$ cat config.mk
export PLATFORM = sky130hd
export DESIGN_NAME = logsess_ctrl
export DESIGN_NICKNAME = d
export VERILOG_FILES = /design/src/rtl/logsess_pkg.sv /design/src/rtl/logsess_clear_seq.sv /design/src/rtl/logsess_mission.sv /design/src/rtl/logsess_alarm.sv /design/src/rtl/logsess_ctrl.sv
export SDC_FILE = /design/constraint.sdc
export NUM_CORES = 1
export LEC_CHECK = 0
export BUFFER_PORTS_ARGS = -buffer_cell sky130_fd_sc_hd__buf_2
export CORE_UTILIZATION = 55
export CTS_CLUSTER_SIZE = 24
export DETAILED_ROUTE_END_ITERATION = 12
export PLACE_DENSITY = 0.79
export SYNTH_ARGS = -nofsm -noshare
export SYNTH_HDL_FRONTEND = slang
export SYNTH_SLANG_ARGS = --single-unit
$ cat constraint.sdc
create_clock -name clk -period 4 [get_ports clk]
set_input_delay 0 -clock clk [delete_from_list [all_inputs] [get_ports clk]]
set_output_delay 0 -clock clk [all_outputs]
set_load 0.01 [all_outputs]
$ cat src/rtl/logsess_pkg.sv
package logsess_pkg;
  // register addresses
  localparam int REG_CTRL  = 0;
  localparam int REG_SESS  = 1;
  localparam int ALM_FIRST = 8;
  localparam int ALM_LAST  = 11;
  // bit positions
  localparam int CTRL_EN   = 0;
  localparam int CTRL_ARM  = 1;
  localparam int CTRL_FIRE = 2;
  localparam int SESS_RUN  = 0;

  typedef struct packed {
    logic wr_any;
    logic wr_ctrl;
    logic wr_sess;
    logic alm_touch;
  } acc_t;
endpackage

$ cat src/rtl/logsess_clear_seq.sv
module logsess_clear_seq #(
  parameter int CLR_CYCLES = 125000
) (
  input  logic clk,
  input  logic rst,
  input  logic ctrl_wr,
  input  logic arm_bit,
  input  logic fire_bit,
  input  logic osc_en,
  output logic busy,
  output logic req,
  output logic start,
  output logic done
);
  localparam int CNT_W = $clog2(CLR_CYCLES + 1);

  logic             arm;
  logic [CNT_W-1:0] cnt;

  // fire honoured only on the arm state held before this write
  assign start = ctrl_wr && fire_bit && arm && osc_en && !busy;
  assign done  = busy && (cnt == '0);

  always_ff @(posedge clk) begin
    if (rst) begin
      arm  <= 1'b0;
      busy <= 1'b0;
      cnt  <= '0;
      req  <= 1'b0;
    end else begin
      req <= start;
      if (start) begin
        busy <= 1'b1;
        cnt  <= CNT_W'(CLR_CYCLES - 1);
      end else if (busy) begin
        if (cnt == '0) busy <= 1'b0;
        else           cnt  <= cnt - 1'b1;
      end
      if (done)         arm <= 1'b0;
      else if (ctrl_wr) arm <= arm_bit;
    end
  end

  // length of busy window, tracked for the checks below
  logic [CNT_W:0] busy_len;
  always_ff @(posedge clk) begin
    if (rst)       busy_len <= '0;
    else if (busy) busy_len <= busy_len + 1'b1;
    else           busy_len <= '0;
  end

  assert_fire_needs_arm_R6: assert property (@(posedge clk) disable iff (rst)
    $rose(busy) |-> $past(arm));
  assert_osc_gate_R10: assert property (@(posedge clk) disable iff (rst)
    $rose(busy) |-> $past(osc_en));
  assert_req_single_R7: assert property (@(posedge clk) disable iff (rst)
    req |=> !req);
  assert_req_in_busy_R7: assert property (@(posedge clk) disable iff (rst)
    req |-> busy);
  assert_busy_length_R7: assert property (@(posedge clk) disable iff (rst)
    $fell(busy) |-> (busy_len == (CNT_W+1)'(CLR_CYCLES)));
  assert_arm_dropped_R7: assert property (@(posedge clk) disable iff (rst)
    done |=> !arm);
endmodule

$ cat src/rtl/logsess_mission.sv
module logsess_mission (
  input  logic clk,
  input  logic rst,
  input  logic trig,
  input  logic wr_any,
  input  logic wr_ctrl,
  input  logic en_bit,
  input  logic wr_sess,
  input  logic run_bit,
  input  logic clr_start,
  input  logic clr_done,
  output logic active,
  output logic en,
  output logic mem_clr
);
  logic sw_start, hw_start, go, sw_stop, abort;

  assign sw_start = wr_sess && run_bit && mem_clr && !active;
  assign hw_start = trig && en && mem_clr && !active && !wr_any;
  assign go       = sw_start || hw_start;
  assign sw_stop  = wr_sess && !run_bit;
  assign abort    = active && wr_any;

  always_ff @(posedge clk) begin
    if (rst) begin
      active  <= 1'b0;
      en      <= 1'b0;
      mem_clr <= 1'b1;
    end else begin
      if (go)                    active <= 1'b1;
      else if (abort || sw_stop) active <= 1'b0;

      if (sw_start)     en <= 1'b1;
      else if (sw_stop) en <= 1'b0;
      else if (wr_ctrl) en <= en_bit;

      if (go || clr_start) mem_clr <= 1'b0;
      else if (clr_done)   mem_clr <= 1'b1;
    end
  end

  assert_trig_start_R2: assert property (@(posedge clk) disable iff (rst)
    (trig && en && mem_clr && !wr_any) |=> active);
  assert_start_needs_clear_R3: assert property (@(posedge clk) disable iff (rst)
    $rose(active) |-> $past(mem_clr));
  assert_run_not_clear_R2: assert property (@(posedge clk) disable iff (rst)
    active |-> !mem_clr);
  assert_stop_write_R4: assert property (@(posedge clk) disable iff (rst)
    (wr_sess && !run_bit) |=> (!active && !en));
  assert_abort_R5: assert property (@(posedge clk) disable iff (rst)
    (active && wr_any) |=> !active);
  assert_done_sets_clear_R7: assert property (@(posedge clk) disable iff (rst)
    clr_done |=> mem_clr);
endmodule

$ cat src/rtl/logsess_alarm.sv
module logsess_alarm (
  input  logic clk,
  input  logic rst,
  input  logic time_match,
  input  logic touch,
  output logic flag
);
  always_ff @(posedge clk) begin
    if (rst)             flag <= 1'b0;
    else if (time_match) flag <= 1'b1;
    else if (touch)      flag <= 1'b0;
  end

  assert_match_sets_R9: assert property (@(posedge clk) disable iff (rst)
    time_match |=> flag);
  assert_touch_clears_R9: assert property (@(posedge clk) disable iff (rst)
    (touch && !time_match) |=> !flag);
endmodule

$ cat src/rtl/logsess_ctrl.sv
module logsess_ctrl
  import logsess_pkg::*;
#(
  parameter int ADDR_W     = 4,
  parameter int DATA_W     = 8,
  parameter int CLR_CYCLES = 125000
) (
  input  logic              clk,
  input  logic              rst,
  input  logic [ADDR_W-1:0] addr,
  input  logic [DATA_W-1:0] wdata,
  input  logic              wr,
  input  logic              rd,
  input  logic              trig,
  input  logic              osc_en,
  input  logic              time_match,
  output logic              mission_active,
  output logic              mission_en,
  output logic              mem_cleared,
  output logic              clear_busy,
  output logic              clear_req,
  output logic              alarm_flag
);
  localparam logic [ADDR_W-1:0] A_CTRL = ADDR_W'(REG_CTRL);
  localparam logic [ADDR_W-1:0] A_SESS = ADDR_W'(REG_SESS);
  localparam logic [ADDR_W-1:0] A_ALO  = ADDR_W'(ALM_FIRST);
  localparam logic [ADDR_W-1:0] A_AHI  = ADDR_W'(ALM_LAST);

  acc_t acc;
  logic clr_start, clr_done;

  // every access is dropped while the clear runs
  always_comb begin
    acc.wr_any    = wr && !clear_busy;
    acc.wr_ctrl   = acc.wr_any && (addr == A_CTRL);
    acc.wr_sess   = acc.wr_any && (addr == A_SESS);
    acc.alm_touch = (wr || rd) && !clear_busy && (addr >= A_ALO) && (addr <= A_AHI);
  end

  logsess_clear_seq #(.CLR_CYCLES(CLR_CYCLES)) u_clear (
    .clk      (clk),
    .rst      (rst),
    .ctrl_wr  (acc.wr_ctrl),
    .arm_bit  (wdata[CTRL_ARM]),
    .fire_bit (wdata[CTRL_FIRE]),
    .osc_en   (osc_en),
    .busy     (clear_busy),
    .req      (clear_req),
    .start    (clr_start),
    .done     (clr_done)
  );

  logsess_mission u_mission (
    .clk       (clk),
    .rst       (rst),
    .trig      (trig),
    .wr_any    (acc.wr_any),
    .wr_ctrl   (acc.wr_ctrl),
    .en_bit    (wdata[CTRL_EN]),
    .wr_sess   (acc.wr_sess),
    .run_bit   (wdata[SESS_RUN]),
    .clr_start (clr_start),
    .clr_done  (clr_done),
    .active    (mission_active),
    .en        (mission_en),
    .mem_clr   (mem_cleared)
  );

  logsess_alarm u_alarm (
    .clk        (clk),
    .rst        (rst),
    .time_match (time_match),
    .touch      (acc.alm_touch),
    .flag       (alarm_flag)
  );

  assert_busy_keeps_alarm_R8: assert property (@(posedge clk) disable iff (rst)
    (clear_busy && alarm_flag) |=> alarm_flag);
  assert_busy_keeps_enable_R8: assert property (@(posedge clk) disable iff (rst)
    clear_busy |=> $stable(mission_en));
  assert_busy_no_session_R8: assert property (@(posedge clk) disable iff (rst)
    clear_busy |=> !mission_active);
endmodule

== Word-level counts from Yosys, hierarchy flattened ==
Index checks and enable logic that the tools add are counted.

* Flip-flop bits (word level): 24
* Bits of input ports: 19
* Output and inout bits: 6

* Mux-type cells: 15
* Order comparisons: 2
* Reductions and logical operators: 39
* Add/subtract/negate cells: 1
* Eq/ne operators: 2
* Bitwise logic cells: 1

{| class="wikitable"
|+ Operator list
! cell !! count
|-
| $mux 17 || 3
|-
| $logic_and 1x1->1 || 20
|-
| $logic_not 17->1 || 1
|-
| $sub 17x1->17 const B || 1
|-
| $mux 1 || 12
|-
| $reduce_bool 2->1 || 4
|-
| $eq 4x1->1 const B || 1
|-
| $ge 4x4->1 const B || 1
|-
| $le 4x4->1 const B || 1
|-
| $logic_not 1->1 || 4
|-
| $logic_not 4->1 || 1
|-
| $logic_or 1x1->1 || 4
|-
| $reduce_and 2->1 || 2
|-
| $reduce_or 2->1 || 2
|-
| $reduce_bool 3->1 || 1
|-
| $ne 2x1->1 const B || 1
|-
| $not 1->1 || 1
|}

== Longest topological paths before layout ==
* Depth in word-level cells: 9
* Depth in mapped cells: 7
* Depth with buffers taken out: 6

== By module ==
Synthesis repeated with hierarchy kept, for this count alone.

* Cell total of the unflattened synthesis: 144
* Area total of the unflattened synthesis: 1280.0 µm²

{| class="wikitable"
|+ Modules (own cells, without submodules)
! module !! cells an instance !! seq. area each (µm²) !! area an instance (µm²) !! times used
|-
| logsess_clear_seq || 118 || 400.4 || 1049.8 || 1
|-
| logsess_mission || 15 || 60.1 || 141.4 || 1
|-
| logsess_ctrl || 7 || 0.0 || 50.0 || 1
|-
| logsess_alarm || 4 || 20.0 || 38.8 || 1
|}

== Worst setup path before layout ==
No wires, ideal clock.

* Path kind: register -> register
* Start: register u_clear.cnt[0]
* End: register u_clear.cnt[12]
* Data arrival time: 1.704 ns
* Path buffers: 1
* Setup time: 0.070 ns
* Path slack: 2.226 ns
* Cell stages (with the launch flop): 8
* Clock period less this slack: 1.774 ns
* Cell sequence: dfxtp_1 > inv_1 > ha_1 > nor4b_1 > and3_1 > clkbuf_1 > or4_1 > a21oi_1

* Word-level cells in the longest chain between the ends: 3
* Elaborated cells on any way between the ends: 4

{| class="wikitable"
|+ RTL lines
! what !! RTL line !! RTL
|-
| start, declared || logsess_clear_seq.sv:18 || <nowiki>logic [CNT_W-1:0] cnt;</nowiki>
|-
| start signal, assigned || logsess_clear_seq.sv:34 || <nowiki>cnt <= CNT_W'(CLR_CYCLES - 1);</nowiki>
|-
| start signal, assigned || logsess_clear_seq.sv:37 || <nowiki>else cnt <= cnt - 1'b1;</nowiki>
|-
| parallel branches: the longest is 3 deep, another holds $sub 17x1->17 || n/a ||
|}

Parallel ways; which one is timed is not known.
A chain may end at the register's enable or synchronous reset.

== Final worst setup path ==
Ends and elaborated chain as after synthesis.

==> run metrics <==
Clock Sinks=24; clk slew on worst S/H paths=0.13 ns; first-pass GRT wire length=5.02 mm; Critical Setup Path Class=reg -> reg; most common cell after layout, fill and taps aside=dfxtp_1; RSZ-0062 raised after global routing=no; mux share of post-synthesis cell area=0.0372; initial core utilization=0.596; Worst-Skew Late Latency=0.31 ns; DPL Wire Length=2.12 mm; Die H=51.4 um; Layout Utilization=0.663; Placed Cells incl. Taps=192; FFs w/ async S/R, synth=0; syn_nets=172; cells after synthesis=151; drt total wl=2.95 mm; Design Power=0.386 mW; final slew viol count=0; antenna violations before repair=0; warnings from Yosys=0; via count=1232; Hold Vio Cnt, Final=0; GRT Overall Usage=0.250; Pleak=0.570 nW; path type of the worst min-delay path=in -> reg; Synth cell types=47; Clock Tree Buf Depth=2; crit-path max FO=11; Area Growth Syn to Fin=11.3%; Max Fclk=481 MHz; status=finished clean; H-tree Lvls=1; Worst Path Required=4.24 ns; fraction of the mapped netlist area in adder cells=0.0186; die area=0.00265 mm2; CTS tree=yes; Worst path slowest cell=or4_1; Resize count post-CTS=0; largest area contributor in the netlist=dfxtp_1; Setup WS post-layout=1.92 ns; Post-route DRC=0; top_reg_cell synth=dfxtp_1; data arrival time of the worst path=2.32 ns; Startpoint Class=register; setup_tns=0 ns; total core area=0.00225 mm2; post-route minimum period=2.08 ns; FF+latch count, synth=24; placed cell areas=0.00145 mm2; I/O pin cnt=25; Antenna Nets Post-Route=0; Min Hold Slack=0.0147 ns; worst rel slew slack=0.586; average wire per standard cell=15.0 um; initial drt markers=31; cell row count=17; worst-margin pin slew=0.618 ns; final worst clock skew=0.00925 ns; Synth top area share=0.358; setup violators final=0; Final Cell Area=0.00150 mm2; largest net degree at the start of global routing=16; pre-CTS setup slack=1.96 ns; max incr delay on CP=0.52 ns; Syn Area/Cell=8.90 um2; GRT overflow=0; top cells by area, synth=dfxtp_1 (36%), mux2i_1 (3.7%), nand2_1 (3.4%); maximum VDD drop=0.185 mV; Mapped Area=0.00134 mm2; nets@finish=192; commonest cells after routing, fill and taps aside=dfxtp_1 (24), buf_2 (19), nand2_1 (12); sequential area share after synthesis=0.358; Die Wd=51.4 um; vias in the first global route=1148; largest family of logic cells by synthesized area=simple AND/OR/NAND/NOR gates; TritonCTS buffer count=3; PortBufs=19; Worst Setup End Kind=register; PwrDens=258 mW/mm2; simple-gate share of the synthesized area=0.345; Max Cap Viol=0; Post-synth EDFFs=0; CTS root buffer=clkbuf_4; crit share post-route=0.520; Synth Area in Compound Gates=0.207; # Post-CTS Setup Buffers=0; xor-xnor portion of the synthesized cell area=0; worst path cell trace=inv_1 -> ha_1 -> nor4b_1 -> buf_4 -> and3_1 -> or4_1 -> a21oi_1; drt pass-1 iters=4; Post-Layout Cell Count=197; GPL Wtd Cong=0.856; Antenna Cells=0; layout cells sized above 1=0.183; drt via density=6.25
==> worst max-delay path: cells and delay by family (launching register included) <==
family / cells / cell delay, ns
compound gates: 1 / 0.15
fa+ha+maj: 1 / 0.23
buf+inv: 2 / 0.28
flops: 1 / 0.43
simple gates: 3 / 0.92
==> where the power goes <==
group / switching [mW] / internal (mW) / total (mW) / leakage, nW
Combinational: 0.0222 / 0.0165 / 0.0387 / 0.362
Clock: 0.0687 / 0.0351 / 0.104 / 0.0138
Sequential: 0.00192 / 0.241 / 0.243 / 0.194
Total: 0.0928 / 0.293 / 0.386 / 0.570
==> cell usage after synthesis (2+ instances only) <==
cell,count
dfxtp_1,24
nand2_1,12
nor2_1,7
a21oi_1,6
nand2b_1,6
nand3_1,6
nor3_1,6
nor4_1,6
clkbuf_1,5
inv_1,5
mux2i_1,5
a31oi_1,4
and3_1,4
or4_1,4
a211oi_1,3
o211ai_1,3
o41ai_1,3
a2111oi_0,2
a2111oi_1,2
and4_1,2
buf_2,2
ha_1,2
nand4_1,2
nor2b_1,2
nor4_4,2
o211a_1,2
o21ai_0,2
o311a_1,2
o31ai_1,2
==> path summary, 6_finish.rpt <==
path | start | to | slack (ns) | cells after the start
worst max-delay path | u_clear.cnt[0] | u_clear.cnt[12] | 1.92 | 7
worst min-delay path | wdata[1] | u_clear.arm | 0.01 | 3
worst max register to register | u_clear.cnt[0] | u_clear.cnt[12] | 1.92 | 7
worst min register to register | u_mission.active | u_mission.active | 0.48 | 2
==> flip-flops by register name, indices dropped and copies added (netlist names) <==
| register | cells |
|---|---|
| u_mission.mem_clr | 1 |
| u_mission.en | 1 |
| u_mission.active | 1 |
| u_clear.arm | 1 |
| u_alarm.flag | 1 |
| u_clear.req | 1 |
| u_clear.cnt | 17 |
| u_clear.busy | 1 |
==> routing by layer <==
layer,up-vias,part of all wire,track usage
met2,21,0.48,0.420
met5,-,0,0
li1,628,-,-
met4,0,0.0058,0.0766
met3,2,0.036,0.0298
met1,581,0.47,0.329
==> kinds of logic (layout without fill, tap and decap cells) <==
| family | Yosys count | in the layout |
|---|---|---|
| and+or+nand+nor | 71 | 71 |
| AOI/OAI and AO/OA | 37 | 37 |
| buffers and inverters | 12 | 30 |
| DFF | 24 | 24 |
| adders and majority gates | 2 | 2 |
| muxes | 5 | 5 |
==> repair_timing <==
item                                   CTS  global route
setup endpoints to repair                0             0
endpoints found under the hold margin    2             0
hold buffers                             2             0
==> final cells by class <==
| cell class | count | area [um2] |
|---|---|---|
| Timing Repair Buffer | 22 | 123 |
| Clock buffer | 3 | 22.5 |
| Multi-Input combinational cell | 115 | 816 |
| Inverter | 5 | 18.8 |
| Fill cell | 196 | 759 |
| Sequential cell | 24 | 480 |
| Tap cell | 28 | 35.0 |
No activity file was read; power rests on OpenSTA's default activity.
